## src/rtl/ipu_pkg.sv

```systemverilog
`timescale 1ns/1ps
package ipu_pkg;
  localparam int unsigned DEF_VEC_W  = 24;
  localparam int unsigned DEF_PRIO_W = 8;
  localparam int unsigned DEF_SPUR   = 0;
  localparam int unsigned DEF_IPI    = 2;

  typedef enum logic [1:0] {
    SEL_WORD = 2'd0,
    SEL_THR  = 2'd1,
    SEL_IPIP = 2'd2,
    SEL_NONE = 2'd3
  } reg_sel_e;
endpackage

```

## src/rtl/ipu_ext_slot.sv

```systemverilog
`timescale 1ns/1ps
module ipu_ext_slot #(
  parameter int unsigned VEC_W    = 24,
  parameter int unsigned PRIO_W   = 8,
  parameter int unsigned SPUR_VEC = 0,
  parameter int unsigned IPI_VEC  = 2
) (
  input  logic              clk,
  input  logic              rst_n,
  input  logic              req_vld,
  input  logic [VEC_W-1:0]  req_vec,
  input  logic [PRIO_W-1:0] req_prio,
  input  logic              take,
  output logic              full,
  output logic [VEC_W-1:0]  vec,
  output logic [PRIO_W-1:0] prio
);
  localparam logic [VEC_W-1:0] SPUR_V = VEC_W'(SPUR_VEC);
  localparam logic [VEC_W-1:0] IPI_V  = VEC_W'(IPI_VEC);

  logic              full_q, full_d;
  logic [VEC_W-1:0]  vec_q;
  logic [PRIO_W-1:0] prio_q;
  logic              reserved, load_en;

  // Reserved vectors never enter the slot.
  assign reserved = (req_vec == SPUR_V) || (req_vec == IPI_V);
  assign load_en  = req_vld && !full_q && !reserved;

  always_comb begin
    full_d = full_q;
    if (take)         full_d = 1'b0;
    else if (load_en) full_d = 1'b1;
  end

  always_ff @(posedge clk or negedge rst_n) begin
    if (!rst_n) full_q <= 1'b0;
    else        full_q <= full_d;
  end

  always_ff @(posedge clk or negedge rst_n) begin
    if (!rst_n) begin
      vec_q  <= '0;
      prio_q <= '1;
    end else if (load_en) begin
      vec_q  <= req_vec;
      prio_q <= req_prio;
    end
  end

  assign full = full_q;
  assign vec  = vec_q;
  assign prio = prio_q;
endmodule

```

## src/rtl/ipu_arbiter.sv

```systemverilog
`timescale 1ns/1ps
module ipu_arbiter #(
  parameter int unsigned VEC_W   = 24,
  parameter int unsigned PRIO_W  = 8,
  parameter int unsigned IPI_VEC = 2
) (
  input  logic [PRIO_W-1:0] thr,
  input  logic [PRIO_W-1:0] ipi_prio,
  input  logic              ext_full,
  input  logic [VEC_W-1:0]  ext_vec,
  input  logic [PRIO_W-1:0] ext_prio,
  output logic              win_vld,
  output logic              win_ipi,
  output logic [VEC_W-1:0]  win_vec,
  output logic [PRIO_W-1:0] win_prio
);
  localparam logic [PRIO_W-1:0] IDLE_P = '1;

  logic ipi_ok, ext_ok;

  assign ipi_ok  = (ipi_prio != IDLE_P) && (ipi_prio < thr);
  assign ext_ok  = ext_full && (ext_prio < thr);
  // Tie goes to the inter-processor request.
  assign win_ipi = ipi_ok && (!ext_ok || (ipi_prio <= ext_prio));
  assign win_vld = ipi_ok || ext_ok;

  always_comb begin
    if (win_ipi) begin
      win_vec  = VEC_W'(IPI_VEC);
      win_prio = ipi_prio;
    end else begin
      win_vec  = ext_vec;
      win_prio = ext_prio;
    end
  end
endmodule

```

## src/rtl/ipu_prio_regs.sv

```systemverilog
`timescale 1ns/1ps
module ipu_prio_regs #(
  parameter int unsigned PRIO_W = 8
) (
  input  logic              clk,
  input  logic              rst_n,
  input  logic              thr_ld,
  input  logic [PRIO_W-1:0] thr_val,
  input  logic              ipi_ld,
  input  logic [PRIO_W-1:0] ipi_val,
  input  logic              more_d,
  output logic [PRIO_W-1:0] thr,
  output logic [PRIO_W-1:0] ipi_prio,
  output logic              more
);
  logic [PRIO_W-1:0] thr_q, thr_d, ipi_q, ipi_d;
  logic              more_q;

  always_comb begin
    thr_d = thr_q;
    ipi_d = ipi_q;
    if (thr_ld) thr_d = thr_val;
    if (ipi_ld) ipi_d = ipi_val;
  end

  always_ff @(posedge clk or negedge rst_n) begin
    if (!rst_n) begin
      thr_q  <= '0;
      ipi_q  <= '1;
      more_q <= 1'b0;
    end else begin
      thr_q  <= thr_d;
      ipi_q  <= ipi_d;
      more_q <= more_d;
    end
  end

  assign thr      = thr_q;
  assign ipi_prio = ipi_q;
  assign more     = more_q;
endmodule

```

## src/rtl/irq_present_unit.sv

```systemverilog
`timescale 1ns/1ps
module irq_present_unit
  import ipu_pkg::*;
#(
  parameter int unsigned VEC_W    = DEF_VEC_W,
  parameter int unsigned PRIO_W   = DEF_PRIO_W,
  parameter int unsigned SPUR_VEC = DEF_SPUR,
  parameter int unsigned IPI_VEC  = DEF_IPI
) (
  input  logic                      clk,
  input  logic                      rst_n,
  input  logic [1:0]                reg_sel,
  input  logic                      reg_rd,
  input  logic                      reg_wr,
  input  logic [PRIO_W+VEC_W-1:0]   reg_wdata,
  output logic [PRIO_W+VEC_W-1:0]   reg_rdata,
  output logic                      eoi_more,
  input  logic                      ext_valid,
  input  logic [VEC_W-1:0]          ext_vec,
  input  logic [PRIO_W-1:0]         ext_prio,
  output logic                      cpu_irq
);
  localparam int unsigned WORD_W = PRIO_W + VEC_W;

  reg_sel_e          sel;
  logic              rd_acc, wr_eoi, wr_thr, wr_ipi, take, ext_take;
  logic [PRIO_W-1:0] cppr_q, mfrr_q, thr_val, eoi_thr;
  logic              ext_full;
  logic [VEC_W-1:0]  ext_vec_q, win_vec;
  logic [PRIO_W-1:0] ext_prio_q, win_prio;
  logic              win_vld, win_ipi;
  logic              la_vld;
  logic              unused_la_ipi;
  logic [VEC_W-1:0]  unused_la_vec;
  logic [PRIO_W-1:0] unused_la_prio;
  logic              unused_wd;

  assign sel      = reg_sel_e'(reg_sel);
  assign wr_eoi   = reg_wr && (sel == SEL_WORD);
  assign wr_thr   = reg_wr && (sel == SEL_THR);
  assign wr_ipi   = reg_wr && (sel == SEL_IPIP);
  assign rd_acc   = reg_rd && !reg_wr && (sel == SEL_WORD);
  assign take     = rd_acc && win_vld;
  assign ext_take = take && !win_ipi;
  assign eoi_thr  = reg_wdata[WORD_W-1:VEC_W];

  always_comb begin
    if (wr_eoi)      thr_val = eoi_thr;
    else if (wr_thr) thr_val = reg_wdata[PRIO_W-1:0];
    else             thr_val = win_prio;
  end

  ipu_ext_slot #(
    .VEC_W(VEC_W), .PRIO_W(PRIO_W), .SPUR_VEC(SPUR_VEC), .IPI_VEC(IPI_VEC)
  ) u_slot (
    .clk(clk), .rst_n(rst_n),
    .req_vld(ext_valid), .req_vec(ext_vec), .req_prio(ext_prio),
    .take(ext_take),
    .full(ext_full), .vec(ext_vec_q), .prio(ext_prio_q)
  );

  ipu_prio_regs #(.PRIO_W(PRIO_W)) u_regs (
    .clk(clk), .rst_n(rst_n),
    .thr_ld(wr_eoi || wr_thr || take), .thr_val(thr_val),
    .ipi_ld(wr_ipi), .ipi_val(reg_wdata[PRIO_W-1:0]),
    .more_d(wr_eoi && la_vld),
    .thr(cppr_q), .ipi_prio(mfrr_q), .more(eoi_more)
  );

  // Presentation against the live threshold.
  ipu_arbiter #(.VEC_W(VEC_W), .PRIO_W(PRIO_W), .IPI_VEC(IPI_VEC)) u_arb (
    .thr(cppr_q), .ipi_prio(mfrr_q),
    .ext_full(ext_full), .ext_vec(ext_vec_q), .ext_prio(ext_prio_q),
    .win_vld(win_vld), .win_ipi(win_ipi), .win_vec(win_vec), .win_prio(win_prio)
  );

  // Look-ahead against the threshold an EOI is about to restore.
  ipu_arbiter #(.VEC_W(VEC_W), .PRIO_W(PRIO_W), .IPI_VEC(IPI_VEC)) u_look (
    .thr(eoi_thr), .ipi_prio(mfrr_q),
    .ext_full(ext_full), .ext_vec(ext_vec_q), .ext_prio(ext_prio_q),
    .win_vld(la_vld), .win_ipi(unused_la_ipi), .win_vec(unused_la_vec),
    .win_prio(unused_la_prio)
  );

  always_comb begin
    unique case (sel)
      SEL_WORD: reg_rdata = {cppr_q, (win_vld ? win_vec : VEC_W'(SPUR_VEC))};
      SEL_THR:  reg_rdata = WORD_W'(cppr_q);
      SEL_IPIP: reg_rdata = WORD_W'(mfrr_q);
      default:  reg_rdata = '0;
    endcase
  end

  assign cpu_irq   = win_vld;
  assign unused_wd = ^reg_wdata[VEC_W-1:PRIO_W];
endmodule

```

## config.mk

```make
export PLATFORM = sky130hd
export DESIGN_NAME = irq_present_unit
export DESIGN_NICKNAME = d
export VERILOG_FILES = /design/src/rtl/ipu_pkg.sv /design/src/rtl/ipu_ext_slot.sv /design/src/rtl/ipu_arbiter.sv /design/src/rtl/ipu_prio_regs.sv /design/src/rtl/irq_present_unit.sv
export SDC_FILE = /design/constraint.sdc
export NUM_CORES = 1
export LEC_CHECK = 0
export ABC_AREA = 1
export BUFFER_PORTS_ARGS = -buffer_cell sky130_fd_sc_hd__buf_2
export CAP_MARGIN = 25
export CORE_AREA = 8 8 99 101
export CTS_BUF_LIST = sky130_fd_sc_hd__clkbuf_16
export DETAILED_ROUTE_END_ITERATION = 7
export DIE_AREA = 0 0 107 109
export GPL_TIMING_DRIVEN = 0
export MAX_ROUTING_LAYER = met4
export PLACE_DENSITY = 0.75
export SYNTH_ARGS = -nofsm -noshare
export SYNTH_HDL_FRONTEND = slang
export SYNTH_SLANG_ARGS = --single-unit
```

## constraint.sdc

```tcl
create_clock -name clk -period 2.4 [get_ports clk]
set_input_delay 0.36 -clock clk [delete_from_list [all_inputs] [get_ports clk]]
set_output_delay 0.36 -clock clk [all_outputs]
set_load 0.005 [all_outputs]
```

# Word level (Yosys, flattened, before mapping)
# Index checks and enable logic that the tools add are counted.
# Widths: inputs -> output; s select.
# totals
register_bits,50
latchBits,0
mem_bits_rw,0
rom_bits,0
input_bits,71
output_inout_bits,34
elab_cells,52
memories,0
# classes
n_addsub,0
n_mul,0
div_mod_pow,0
magnitude_cmp,5
eq_ne,4
shift,0
muxes,8
bitwise,0
n_reduce_logical,29
# op_table
op,count
$pmux 32 s3,1
$mux 24,2
$lt 8x8->1,4
$eq 24x2->1 const B,1
$logic_not 24->1,1
$mux 8,3
$logic_and 1x1->1,15
$le 8x8->1,1
$ne 8x8->1 const B,1
$logic_or 1x1->1,6
$logic_not 1->1,5
$eq 2x1->1 const B,1
$eq 2x2->1 const B,1
$logic_not 2->1,1
$mux 1,2
$reduce_bool 2->1,1

# Depth between registers and ports, before layout
# Gate-level depths: netlist (run 1).
# depth
depth_word,8
mapped_depth,17
depth_no_buf,16

# By module
# A second synthesis (run 1) with hierarchy kept.
# unflattened
hier_cells,723
hier_area_um2,4670.7
# by_module_without_submodules
module,instances,cells_each,area_each_um2,seq_area_each_um2
ipu_arbiter,2,177,992.2,0.0
ipu_ext_slot,1,165,1416.4,835.8
ipu_prio_regs,1,69,645.6,435.4
irq_present_unit,1,135,624.3,0.0

# Least setup slack after synthesis (run 1)
# OpenSTA, ideal clock, no wires.
# synth_timing
kind,reg-to-output
start,register u_slot.prio_q[7] (netlist: u_slot.prio[7])
end,output port reg_rdata[2]
t_arrival_ns,1.832
required_ns,2.040
setup_slack_ns,0.208
stages_incl_launch_ff,12
path_buffers,1
cell_sequence,dfstp_2 inv_1 ha_1 nand2_1 nor2_1 nand2_1 a21oi_1 nand2_2 nand2_4 buf_4 nand2_1 o21bai_1
# synth_via
elab_chain_len,8
word_cells_on_any_way,10
classes_between,order compare (2); mux (3); reduce/logical (5)
# synth_rtl
element,line_no,text
from (decl),ipu_ext_slot.sv:23,logic [PRIO_W-1:0] prio_q;
from (signal assigned),ipu_ext_slot.sv:47,prio_q <= req_prio;
$lt 8x8->1,ipu_arbiter.sv:22,assign ext_ok = ext_full && (ext_prio < thr);
$logic_and 1x1->1,ipu_arbiter.sv:22,
$logic_not 1->1,ipu_arbiter.sv:24,assign win_ipi = ipi_ok && (!ext_ok || (ipi_prio <= ext_prio));
$logic_or 1x1->1,ipu_arbiter.sv:24,
$logic_and 1x1->1,ipu_arbiter.sv:24,
$mux 24,ipu_arbiter.sv:28,if (win_ipi) begin
$mux 24 *,irq_present_unit.sv:87,"SEL_WORD: reg_rdata = {cppr_q, (win_vld ? win_vec : VEC_W'(SPUR_VEC))};"
$pmux 32 s3 *,irq_present_unit.sv:86,unique case (sel)
to (decl),irq_present_unit.sv:16,"output logic [PRIO_W+VEC_W-1:0] reg_rdata,"
# Every way passes the cells marked *; elsewhere a longest branch is shown, timed or not.

# Worst setup path in the final report (run 1)
# layout_timing
start,register u_slot.prio_q[1] (netlist: u_slot.prio[1])
end,output port reg_rdata[5]
# The elaborated chain is that of the path after synthesis.

==> parameters.txt, run 1 <==
Parameter                              Value

Pwr
  Sw power ... 2.68 mW
  VDD IR-drop max ... 0.493 mV
  Net Sw Frac ... 0.443
  Power per cell area ... 1250 mW/mm^2
  Total power ... 6.04 mW
  Clk pwr share ... 0.122
  Portion of total power attributed to combinational logic ... 0.624
  Internal Pwr Total ... 3.37 mW
  Leakage power summed over all cells ... 2.62 nW
  Part of the total power dissipated in sequential elements ... 0.255

Cells and area
  Summed area of non-filler cells in the final layout ... 0.00482 sq mm
  Filler cell count in the final layout ... 765
  Total Nets Final ... 732
  Share of post-route cells with drive strength above 1 ... 0.329
  Area added between synthesis and finish ... 33.2%
  Antenna diode instance count ... 0

Detailed routing
  Number of violations reported at the end of detailed-routing iteration 0 ... 281
  Final routed wire length divided by cell count ... 16.4 microns
  Post-DRT Antenna Nets ... 0
  Detailed-route vias per instance ... 5.32
  Total number of vias ... 3,906
  Total wire length after detailed routing ... 12,100 microns
  Drt pass-1 iters ... 5
  DR DRC count ... 0

Worst setup path
  Critical Path Slowest Stage Cell ... sky130_fd_sc_hd__dfstp_2
  Most used cell, CP ... sky130_fd_sc_hd__nand2_2
  Buffering stage count on the worst path with inverters included ... 3
  Max Fanout on Critical Path ... 5
  R2r endpoint ... u_regs.thr[3]$_DFFE_PN0P_
  Reg2reg path depth ... 14
  Endpoint kind of the worst setup timing path ... output pin
  CP Data Required Time ... 2040 ps
  Critical path class ... flip-flop to output pin
  Worst R2R Setup Slack ... 130 ps
  Cell family contributing the most delay on the critical path ... flip-flops
  Startpoint types ... flip-flop
  Sequence of cells on the critical path ... inv_4, ha_4, nand2_2, nand2_2, nand2_1, nand2_1, nand2_1, a21oi_2, nand2_2, nand2_4, buf_6, nand2_2, o21bai_1, buf_2
  Maximum cell stage delay along the critical path ... 570 ps
  Worst r2r src ... u_slot.prio[7]$_DFFE_PN1P_
  Data arrival time of the critical path ... 2340 ps

Global routing
  Met3 track utilization from global routing ... 0.0242
  Layer carrying the most global-route usage ... met2
  Largest net degree at the start of global routing ... 32
  Met1 layer usage reported by global route ... 0.267
  Met2 capacity usage during global routing ... 0.345
  Via count of the first global-routing pass ... 3,867
  GRT overflow ... 0
  Overall routing resource usage ... 0.211
  Antenna violations before repair ... 0
  Global-route wire length before repair ... 19,100 microns

Placement
  Routability cong. ... 0.935
  Number of buffers added on ports ... 88
  Total half-perimeter wirelength after legalization and detailed placement ... 8950 microns
  Total placed instance area ... 0.00421 sq mm

Flow run
  Max cap viols ... 0

Synthesis
  Synth Net Count ... 606
  Count of state elements after synthesis ... 50
  Top cells by area, synth ... sky130_fd_sc_hd__dfrtp_1 (24%), sky130_fd_sc_hd__ha_1 (12%), sky130_fd_sc_hd__dfstp_2 (12%)
  Netlist Area Pre-Place ... 0.00362 sq mm
  Most common flop cell mapped by yosys ... sky130_fd_sc_hd__dfrtp_1
  Commonest cells in the synthesized netlist ... sky130_fd_sc_hd__nand2_1 (108), sky130_fd_sc_hd__inv_1 (74), sky130_fd_sc_hd__nor2_1 (63)
  Cell type with the largest total area after synthesis ... sky130_fd_sc_hd__dfrtp_1
  Post-synthesis area per instance ... 7.25 sq um
  Ys async rst share ... 1.00
  Post-synthesis instance total ... 499
  Post-synth EDFFs ... 0
  Seq/Total Area, Yosys ... 0.351
  Most common cell in the netlist ... sky130_fd_sc_hd__nand2_1
  Yosys synthesis warning count ... 0
  Area share of the largest cell type after synthesis ... 0.235
  Post-synthesis cell type count ... 30

Timing
  Slew margin rel. ... 0.595
  Max Clock Freq ... 370 MHz
  Final setup skew ... 9.87 ps
  Number of slew-limit violations in the final report ... 0
  Fin crit share ... 1.13
  Setup-failing EPs final ... 24
  Setup repair after global routing missed its margin ... true
  Post-layout worst setup margin ... -304 ps
  Hold Violations, Final ... 0
  Slew at the pin closest to its max-slew limit ... 605 ps
  Post-layout min period ... 2700 ps

Die
  X dimension of the die ... 107 microns
  Die height ... 109 microns
  Core Region ... 0.00838 sq mm
  Initial cell density of the core ... 0.432
  DIE AREA ... 0.0117 sq mm
  Number of I/O pins ... 105
  Number of rows in the core area ... 34

Run status
  Violations in the final reports ... negative setup slack
  Result of the run ... complete, but fails checks

Clock network
  Root buffer cell ... sky130_fd_sc_hd__clkbuf_16
  Clock buffer count from CTS ... 5
  CTS Buffer Depth ... 2
  H-tree levels ... 2
  Count of hold-fix buffers inserted at cts ... 0
  Clock Sinks ... 50
  Clock latency on the worst-skew pair ... 300 ps
  TritonCTS clock tree ... yes
  Clock transition at the registers of the reported paths ... 70 ps

Worst hold path
  Class of the worst hold path ... primary input to async pin
[cells in the final DEF, fill, tap and decap left out, types with 2 or more instances in the layout]
cell type	netlist	layout
sky130_fd_sc_hd__o22ai_1	8	8
sky130_fd_sc_hd__nand2_4	2	6
sky130_fd_sc_hd__nand4_1	8	8
sky130_fd_sc_hd__nand3_1	28	27
sky130_fd_sc_hd__inv_6	0	2
sky130_fd_sc_hd__ha_1	36	27
sky130_fd_sc_hd__nand2_2	9	15
sky130_fd_sc_hd__nor4_1	3	3
sky130_fd_sc_hd__a21oi_1	39	38
sky130_fd_sc_hd__o21bai_1	8	8
sky130_fd_sc_hd__nor2_2	0	2
sky130_fd_sc_hd__nor2_1	63	60
sky130_fd_sc_hd__buf_6	1	5
sky130_fd_sc_hd__buf_12	0	3
sky130_fd_sc_hd__dfstp_2	16	16
sky130_fd_sc_hd__ha_4	0	9
sky130_fd_sc_hd__buf_2	7	93
sky130_fd_sc_hd__nand2_1	108	98
sky130_fd_sc_hd__o2111ai_1	2	2
sky130_fd_sc_hd__clkbuf_16	0	5
sky130_fd_sc_hd__inv_2	3	8
sky130_fd_sc_hd__buf_4	2	29
sky130_fd_sc_hd__inv_4	0	3
sky130_fd_sc_hd__dfrtp_1	34	34
sky130_fd_sc_hd__o21ai_0	34	34
sky130_fd_sc_hd__inv_1	74	66
sky130_fd_sc_hd__clkbuf_1	4	4
[state kept, by name, summed over array words and instances (netlist names)]
| register | flops |
|---|---|
| u_regs.thr | 8 |
| u_slot.vec | 24 |
| u_slot.prio | 8 |
| u_regs.ipi_prio | 8 |
| u_slot.full | 1 |
| u_regs.more | 1 |
[metrics by stage]
stage / hold WS, ps / setup slack [ps] / TNS [ps] / cells / util
after floorplan: 64.4 / 208 / 0 / 499 / -
after global placement: 465 / -252 / -4490 / 695 / 0.500
after detailed placement: 346 / -282 / -5110 / 696 / 0.503
after CTS: 30.2 / -255 / -5320 / 720 / 0.552
after global routing: 54.1 / -430 / -8720 / 734 / 0.575
final: 23.0 / -304 / -5960 / 734 / 0.575
[routing by layer]
layer,vias to the layer above,wire [microns]
met3,27,959
met2,228,5830
met5,-,0
met1,1791,5010
met4,0,247
li1,1860,-
[power by group through the flow]
| stage | logic (mW) | clock network [mW] | registers, mW |
|---|---|---|---|
| floorplan | 2.03 | 0 | 1.43 |
| global placement | 2.68 | 0 | 1.50 |
| detailed placement | 2.78 | 0 | 1.52 |
| CTS | 3.37 | 0.738 | 1.52 |
| global route | 4.16 | 0.773 | 1.57 |
| finish | 3.77 | 0.736 | 1.54 |
[cell families (layout without fill, tap and decap cells)]
kind of cell    count (synthesis)  after routing  synth area share
compound gates                 96             96             0.148
fa+ha+maj                      36             36             0.124
buf+inv                        93            220             0.108
flops                          50             50             0.351
simple gates                  224            224             0.269
[worst max-delay path by stage]
stage                                           from           end  slack [ps]  cells past startpoint
final                     u_slot.prio[1]$_DFFE_PN1P_  reg_rdata[5]        -300                     14
after global routing      u_slot.prio[3]$_DFFE_PN1P_  reg_rdata[5]        -430                     14
after CTS                 u_slot.prio[5]$_DFFE_PN1P_  reg_rdata[1]        -250                     14
after detailed placement  u_slot.prio[7]$_DFFE_PN1P_  reg_rdata[3]        -280                     12
after global placement    u_slot.prio[7]$_DFFE_PN1P_  reg_rdata[3]        -250                     12
after floorplan           u_slot.prio[7]$_DFFE_PN1P_  reg_rdata[2]         210                     11
[layout make-up]
class | instances | area, sq um | area share
Clock inverter | 3 | 21.3 | 0.00441
Timing Repair Buffer | 119 | 702 | 0.146
Clock buffer | 5 | 125 | 0.0260
Tap cell | 108 | 135 | 0.0280
Inverter | 78 | 313 | 0.0649
Multi-Input combinational cell | 356 | 2140 | 0.444
Buffer | 15 | 113 | 0.0234
Sequential cell | 50 | 1270 | 0.264
[timing repair]
| action | in CTS | in global routing |
|---|---|---|
| pin swaps | 19 | 18 |
| endpoints found under the setup margin | 24 | 25 |
| gates resized for setup | 36 | 18 |
| cloned | 1 | 0 |
| buffers inserted | 15 | 14 |
Power figures use the tool's default switching activity.
==> run 2: changes to the inputs <==
PLACE_DENSITY = not set   (was 0.75)
PLACE_DENSITY_LB_ADDON = 0.3   (was not set)
==> run 2 against run 1 <==
  * The run still ends with negative setup slack left
  * Final cell count down 0.95%
  * Non-clock buffer count down 7
  * Global-route usage up 0.25 points
  * Clock skew down 6.1 ps
  * Register-to-register slack worse by 120 ps
  * Wire length down 0.74%
  * Fmax down 0.74%
  * Sequential power about the same
  * Via count down 4.7%
  * Hold slack better by 44 ps
  * Utilization down 0.81 points
  * Combinational power down 2%
  * Critical path type unchanged
  * Critical endpoint is now reg_rdata[1]
  * Largest power group unchanged
==> parameters.txt, run 2 (same netlist as run 1, synthesis figures left out) <==
Parameter                              Value

Run status
  Result of the run ... complete, but fails checks (unchanged)
  Violations in the final reports ... negative setup slack (unchanged)

Die
  X dimension of the die ... 107 microns (unchanged)
  DIE AREA ... 0.0117 sq mm (unchanged)
  Number of I/O pins ... 105 (unchanged)
  Initial cell density of the core ... 0.432 (unchanged)
  Die height ... 109 microns (unchanged)
  Number of rows in the core area ... 34 (unchanged)
  Core Region ... 0.00838 sq mm (unchanged)

Timing
  Post-layout min period ... 2720 ps (was 2700 ps)
  Setup repair after global routing missed its margin ... true (unchanged)
  Final setup skew ... 3.81 ps (was 9.87 ps)
  Number of slew-limit violations in the final report ... 0 (unchanged)
  Sum of negative setup slack ... -5470 ps (was -5960 ps)
  Fin crit share ... 1.14 (was 1.13)
  Worst hold slack across all endpoints ... 66.8 ps (was 23.0 ps)
  Post-layout worst setup margin ... -324 ps (was -304 ps)
  Slew at the pin closest to its max-slew limit ... 600 ps (was 605 ps)
  Slew margin rel. ... 0.600 (was 0.595)
  Hold Violations, Final ... 0 (unchanged)
  Max Clock Freq ... 367 MHz (was 370 MHz)
  Setup-failing EPs final ... 25 (was 24)

Worst setup path
  Reg2reg path depth ... 14 (unchanged)
  Critical Path Slowest Stage Cell ... sky130_fd_sc_hd__dfstp_2 (unchanged)
  Critical path class ... flip-flop to output pin (unchanged)
  Worst R2R Setup Slack ... 10 ps (was 130 ps)
  Data arrival time of the critical path ... 2360 ps (was 2340 ps)
  Endpoint kind of the worst setup timing path ... output pin (unchanged)
  Max Fanout on Critical Path ... 6 (was 5)
  Sequence of cells on the critical path ... inv_4, ha_4, a21o_1, nor2_1, a21oi_2, nand2_2, nand2_4, buf_8, inv_2, nor2_2, o21bai_1, buf_2 (was inv_4, ha_4, nand2_2, nand2_2, nand2_1, nand2_1, nand2_1, a21oi_2, nand2_2, nand2_4, buf_6, nand2_2, o21bai_1, buf_2)
  Startpoint types ... flip-flop (unchanged)
  R2r endpoint ... u_regs.thr[7]$_DFFE_PN0P_ (was u_regs.thr[3]$_DFFE_PN0P_)
  Worst r2r src ... u_slot.prio[7]$_DFFE_PN1P_ (unchanged)
  Timing startpoint of the critical path ... u_slot.prio[7]$_DFFE_PN1P_ (was u_slot.prio[1]$_DFFE_PN1P_)
  Maximum cell stage delay along the critical path ... 590 ps (was 570 ps)
  CP Data Required Time ... 2040 ps (about the same)

Pwr
  VDD IR-drop max ... 0.472 mV (was 0.493 mV)
  Power per cell area ... 1270 mW/mm^2 (was 1250 mW/mm^2)
  Leakage power summed over all cells ... 2.57 nW (was 2.62 nW)

Global routing
  Antenna violations before repair ... 0 (unchanged)
  Met1 layer usage reported by global route ... 0.254 (was 0.267)
  Via count of the first global-routing pass ... 3,794 (was 3,867)
  Overall routing resource usage ... 0.213 (was 0.211)
  Layer carrying the most global-route usage ... met2 (unchanged)
  Met2 capacity usage during global routing ... 0.360 (was 0.345)
  GRT overflow ... 0 (unchanged)
  Largest net degree at the start of global routing ... 28 (was 32)
  Global-route wire length before repair ... 19,000 microns (was 19,100 microns)
  Met3 track utilization from global routing ... 0.0426 (was 0.0242)

Detailed routing
  Detailed-route vias per instance ... 5.12 (was 5.32)
  DR DRC count ... 0 (unchanged)
  Total wire length after detailed routing ... 12,000 microns (was 12,100 microns)
  Number of violations reported at the end of detailed-routing iteration 0 ... 189 (was 281)
  Total number of vias ... 3,722 (was 3,906)
  Final routed wire length divided by cell count ... 16.5 microns (was 16.4 microns)
  Drt pass-1 iters ... 5 (unchanged)
  Post-DRT Antenna Nets ... 0 (unchanged)

Cells and area
  Filler cell count in the final layout ... 802 (was 765)
  Commonest cells after routing, fill and taps aside ... sky130_fd_sc_hd__nand2_1 (98), sky130_fd_sc_hd__buf_2 (93), sky130_fd_sc_hd__inv_1 (65) (was sky130_fd_sc_hd__nand2_1 (98), sky130_fd_sc_hd__buf_2 (93), sky130_fd_sc_hd__inv_1 (66))
  Antenna diode instance count ... 0 (unchanged)
  Share of post-route cells with drive strength above 1 ... 0.326 (was 0.329)
  Area added between synthesis and finish ... 31.4% (was 33.2%)
  Total Nets Final ... 725 (was 732)
  Most common library cell in the layout ignoring fill and taps ... sky130_fd_sc_hd__nand2_1 (unchanged)
  Number of flip-flops under the largest register name ... 24 (unchanged)
  Finished Core Util ... 0.567 (was 0.575)

Clock network
  TritonCTS clock tree ... yes (unchanged)
  Root buffer cell ... sky130_fd_sc_hd__clkbuf_16 (unchanged)
  H-tree levels ... 2 (unchanged)
  Clock Sinks ... 50 (unchanged)
  Clock transition at the registers of the reported paths ... 70 ps (about the same)
  CTS Buffer Depth ... 2 (unchanged)
  Count of hold-fix buffers inserted at cts ... 0 (unchanged)
  Clock latency on the worst-skew pair ... 290 ps (was 300 ps)
  Clock buffer count from CTS ... 5 (unchanged)

Placement
  Worst slack at placement ... -260 ps (was -282 ps)
  Total half-perimeter wirelength after legalization and detailed placement ... 9200 microns (was 8950 microns)
  Number of buffers added on ports ... 88 (unchanged)
  Routability cong. ... 0.931 (was 0.935)

Flow run
  Max cap viols ... 0 (unchanged)

Worst hold path
  Class of the worst hold path ... primary input to async pin (unchanged)
-- run 2: changes by cell type in the layout (fill, tap and decap cells not counted), sizes merged --
| cell | previous run | this run |
|---|---|---|
| inv | 80 | 78 |
| bufinv | 0 | 1 |
| buf | 130 | 123 |
| clkinvlp | 0 | 1 |
-- run 2: through the flow --
stage	power (mW)	std cells	cell area [sq um]
finish	6.03	727	4750
global route	6.50	727	4750
CTS	5.74	720	4640
detailed placement	4.34	696	4210
global placement	4.25	695	4190
floorplan	3.46	499	3620
-- run 2: per-layer routing --
layer / up-vias / wire [microns]
met1: 1742 / 5330
met4: 0 / 216
met2: 115 / 5820
met3: 15 / 599
li1: 1850 / -
met5: - / 0
-- run 2: repair_timing --
item | in CTS | in global routing
gates cloned | 2 | 0
endpoints found under the setup margin | 24 | 25
resized for setup | 31 | 22
setup buffers | 14 | 7
pin swaps | 13 | 9
-- run 2: power breakdown --
part	leakage [nW]	internal (mW)	switching, mW
Clock	0.0812	0.489	0.339
Sequential	0.587	1.26	0.268
Combinational	1.91	1.65	2.03
-- run 2: critical path: cells and delay by family, from the launching register on --
| kind | cells | cell delay [ps] |
|---|---|---|
| adders and majority gates | 1 | 250 |
| AOI/OAI and AO/OA | 3 | 420 |
| DFF | 1 | 590 |
| and+or+nand+nor | 4 | 420 |
| buffers and inverters | 4 | 390 |
-- run 2: worst max-delay path by stage --
stage	end	slack [ps]
2_1_floorplan	reg_rdata[2]	210
3_3_place_gp	reg_rdata[6]	-290
3_5_place_dp	reg_rdata[6]	-260
4_1_cts	reg_rdata[1]	-270
5_1_grt	reg_rdata[1]	-410
6_report	reg_rdata[1]	-320
-- run 2: final cells by class --
| type | count | area (sq um) | area share |
|---|---|---|---|
| inverters | 78 | 303 | 0.0637 |
| multi-input cells | 356 | 2130 | 0.447 |
| flip-flops and latches | 50 | 1270 | 0.267 |
| clock inverters | 3 | 41.3 | 0.00869 |
| clock buffers | 5 | 125 | 0.0263 |
| well taps | 108 | 135 | 0.0284 |
| repair buffers | 112 | 641 | 0.135 |
| plain buffers | 15 | 111 | 0.0234 |
==> run 3: changes to the inputs <==
CORE_AREA = 8 8 105 107   (was 8 8 99 101)
DIE_AREA = 0 0 113 115   (was 0 0 107 109)
SLEW_MARGIN = 20   (was not set)
==> run 3 against run 2 <==
  * The flow still finishes with violations (negative setup slack)
  * Setup slack better by 45 ps
  * Via count is 0.46% higher
  * Clock skew is 0.60 ps lower
  * First-iteration DRC count is 7.4% lower
  * Fmax is 1.7% higher
  * Critical path type unchanged
  * Largest cell class unchanged
==> parameters.txt, run 3 (same netlist as run 1, synthesis figures left out) <==
Parameter                              Value

Global routing
  Overall routing resource usage ... 0.193 (was 0.213)
  GRT overflow ... 0 (unchanged)
  Antenna violations before repair ... 0 (unchanged)
  Largest net degree at the start of global routing ... 51 (was 28)
  Via count of the first global-routing pass ... 3,896 (was 3,794)
  Global-route wire length before repair ... 19,300 microns (was 19,000 microns)

Cells and area
  Commonest cells after routing, fill and taps aside ... sky130_fd_sc_hd__nand2_1 (98), sky130_fd_sc_hd__buf_2 (93), sky130_fd_sc_hd__inv_1 (61) (was sky130_fd_sc_hd__nand2_1 (98), sky130_fd_sc_hd__buf_2 (93), sky130_fd_sc_hd__inv_1 (65))
  Number of flip-flops under the largest register name ... 24 (unchanged)
  Final std cells w/o fill ... 743 (was 727)
  Filler cell count in the final layout ... 959 (was 802)
  Finished Core Util ... 0.515 (was 0.567)
  Antenna diode instance count ... 0 (unchanged)
  Share of post-route cells with drive strength above 1 ... 0.340 (was 0.326)
  Total Nets Final ... 735 (was 725)
  Area added between synthesis and finish ... 34.7% (was 31.4%)
  Most common library cell in the layout ignoring fill and taps ... sky130_fd_sc_hd__nand2_1 (unchanged)

Detailed routing
  Total number of vias ... 3,739 (was 3,722)
  Number of violations reported at the end of detailed-routing iteration 0 ... 175 (was 189)
  Post-DRT Antenna Nets ... 0 (unchanged)
  Detailed-route vias per instance ... 5.03 (was 5.12)
  Final routed wire length divided by cell count ... 16.4 microns (was 16.5 microns)
  Drt pass-1 iters ... 5 (unchanged)
  DR DRC count ... 0 (unchanged)
  Total wire length after detailed routing ... 12,200 microns (was 12,000 microns)

Clock network
  Clock buffer count from CTS ... 5 (unchanged)
  Clock transition at the registers of the reported paths ... 70 ps (about the same)
  TritonCTS clock tree ... yes (unchanged)
  H-tree levels ... 2 (unchanged)
  CTS Buffer Depth ... 2 (unchanged)
  Clock Sinks ... 50 (unchanged)
  Root buffer cell ... sky130_fd_sc_hd__clkbuf_16 (unchanged)
  Clock latency on the worst-skew pair ... 290 ps (about the same)

Run status
  Result of the run ... complete, but fails checks (unchanged)
  Violations in the final reports ... negative setup slack (unchanged)

Timing
  Number of slew-limit violations in the final report ... 0 (unchanged)
  Slew at the pin closest to its max-slew limit ... 661 ps (was 600 ps)
  Post-layout min period ... 2680 ps (was 2720 ps)
  Post-layout worst setup margin ... -279 ps (was -324 ps)
  Slew margin rel. ... 0.559 (was 0.600)
  Final setup skew ... 3.21 ps (was 3.81 ps)
  Hold Violations, Final ... 0 (unchanged)
  Setup-failing EPs final ... 24 (was 25)
  Setup repair after global routing missed its margin ... true (unchanged)
  Max Clock Freq ... 373 MHz (was 367 MHz)
  Fin crit share ... 1.12 (was 1.14)
  Worst hold slack across all endpoints ... 66.0 ps (was 66.8 ps)

Placement
  Routability cong. ... 0.903 (was 0.931)
  Instance count after placement with tap cells included ... 701 (was 696)
  Number of buffers added on ports ... 88 (unchanged)
  Worst slack at placement ... -187 ps (was -260 ps)
  Total half-perimeter wirelength after legalization and detailed placement ... 8980 microns (was 9200 microns)

Pwr
  Sw power ... 2.77 mW (was 2.64 mW)
  Net Sw Frac ... 0.440 (was 0.437)
  Power per cell area ... 1290 mW/mm^2 (was 1270 mW/mm^2)
  Part of the total power dissipated in sequential elements ... 0.243 (was 0.253)
  Clk pwr share ... 0.137 (about the same)
  Portion of total power attributed to combinational logic ... 0.620 (was 0.610)
  VDD IR-drop max ... 0.533 mV (was 0.472 mV)
  Internal Pwr Total ... 3.52 mW (was 3.39 mW)
  Leakage power summed over all cells ... 2.63 nW (was 2.57 nW)

Flow run
  Max cap viols ... 0 (unchanged)

Die
  Die height ... 115 microns (was 109 microns)
  Number of I/O pins ... 105 (unchanged)
  Core Region ... 0.00946 sq mm (was 0.00838 sq mm)
  Initial cell density of the core ... 0.383 (was 0.432)
  DIE AREA ... 0.0130 sq mm (was 0.0117 sq mm)
  X dimension of the die ... 113 microns (was 107 microns)
  Number of rows in the core area ... 36 (was 34)

Worst hold path
  Class of the worst hold path ... primary input to async pin (unchanged)

Worst setup path
  Maximum cell stage delay along the critical path ... 580 ps (was 590 ps)
  Endpoint kind of the worst setup timing path ... output pin (unchanged)
  Data arrival time of the critical path ... 2320 ps (was 2360 ps)
  Startpoint types ... flip-flop (unchanged)
  Critical Path Slowest Stage Cell ... sky130_fd_sc_hd__dfstp_2 (unchanged)
  Max Fanout on Critical Path ... 6 (unchanged)
  Critical path class ... flip-flop to output pin (unchanged)
  Sequence of cells on the critical path ... ha_4, nand2_2, nor3b_4, o21ai_2, a21oi_4, nand2b_4, nand2_8, buf_6, o21bai_1, buf_2 (was inv_4, ha_4, a21o_1, nor2_1, a21oi_2, nand2_2, nand2_4, buf_8, inv_2, nor2_2, o21bai_1, buf_2)
  CP Data Required Time ... 2040 ps (about the same)
## run 3: area by class of cell
class | instances | area, sq um | area share
Clock buffer | 5 | 125 | 0.0257
Clock inverter | 3 | 47.5 | 0.00976
Timing Repair Buffer | 122 | 703 | 0.144
Tap cell | 114 | 143 | 0.0293
Multi-Input combinational cell | 356 | 2160 | 0.444
Sequential cell | 50 | 1270 | 0.261
Buffer | 15 | 111 | 0.0228
Inverter | 78 | 308 | 0.0632
## run 3: stage by stage
step           area (sq um)  power, mW  setup TNS, ps
3_5_place_dp           4200       4.32          -2750
5_1_grt                4870       6.80          -8590
2_1_floorplan          3620       3.46              0
6_report               4870       6.29          -5380
4_1_cts                4740       5.87          -5180
3_3_place_gp           4200       4.24          -2630
## run 3: power by group through the flow
stage / logic, mW / clock network [mW] / registers [mW]
floorplan: 2.03 / 0 / 1.43
global placement: 2.74 / 0 / 1.50
detailed placement: 2.80 / 0 / 1.52
CTS: 3.47 / 0.871 / 1.52
global route: 4.31 / 0.915 / 1.57
finish: 3.90 / 0.861 / 1.53
## run 3: path summary, 6_finish.rpt
| path | endpoint | slack (ps) | cells after the start | start |
|---|---|---|---|---|
| min reg2reg | u_slot.vec[17]$_DFFE_PN0P_ | 490 | 2 | u_slot.vec[17]$_DFFE_PN0P_ |
| max in group asynchronous | u_slot.full$_DFFE_PN0P_ | 1860 | 1 | rst_n |
| max reg2reg | u_regs.thr[3]$_DFFE_PN0P_ | 160 | 14 | u_slot.prio[7]$_DFFE_PN1P_ |
| max | reg_rdata[2] | -280 | 10 | u_slot.prio[7]$_DFFE_PN1P_ |
| min | u_regs.thr[6]$_DFFE_PN0P_ | 70 | 1 | rst_n |
| min in group clk | u_slot.prio[5]$_DFFE_PN1P_ | 290 | 3 | ext_prio[5] |
## run 3: metal layers
metal | wire, microns | vias to the layer above | track usage | share of wire
li1 | - | 1878 | - | -
met1 | 5380 | 1697 | 0.237 | 0.44
met2 | 5600 | 150 | 0.306 | 0.46
met3 | 946 | 14 | 0.0441 | 0.078
met4 | 231 | 0 | 0.0684 | 0.019
met5 | 0 | - | - | 0
## run 3: repair_timing
action                                 4_1_cts  5_1_grt
cloned                                       2        0
pin swaps                                   23       16
setup endpoints to repair                   24       26
buffers inserted                            23       10
gates resized for setup                     40       20
hold buffers                                 0        0
endpoints found under the hold margin        0        0
## run 3: worst max-delay path, delay by kind of cell, from the launching register on
kind,cells,cell delay (ps)
buffers and inverters,2,310
AND/OR/NAND/NOR,4,510
AO/OA/AOI/OAI,3,420
flip-flops,1,580
adder cells (fa/ha/maj),1,210
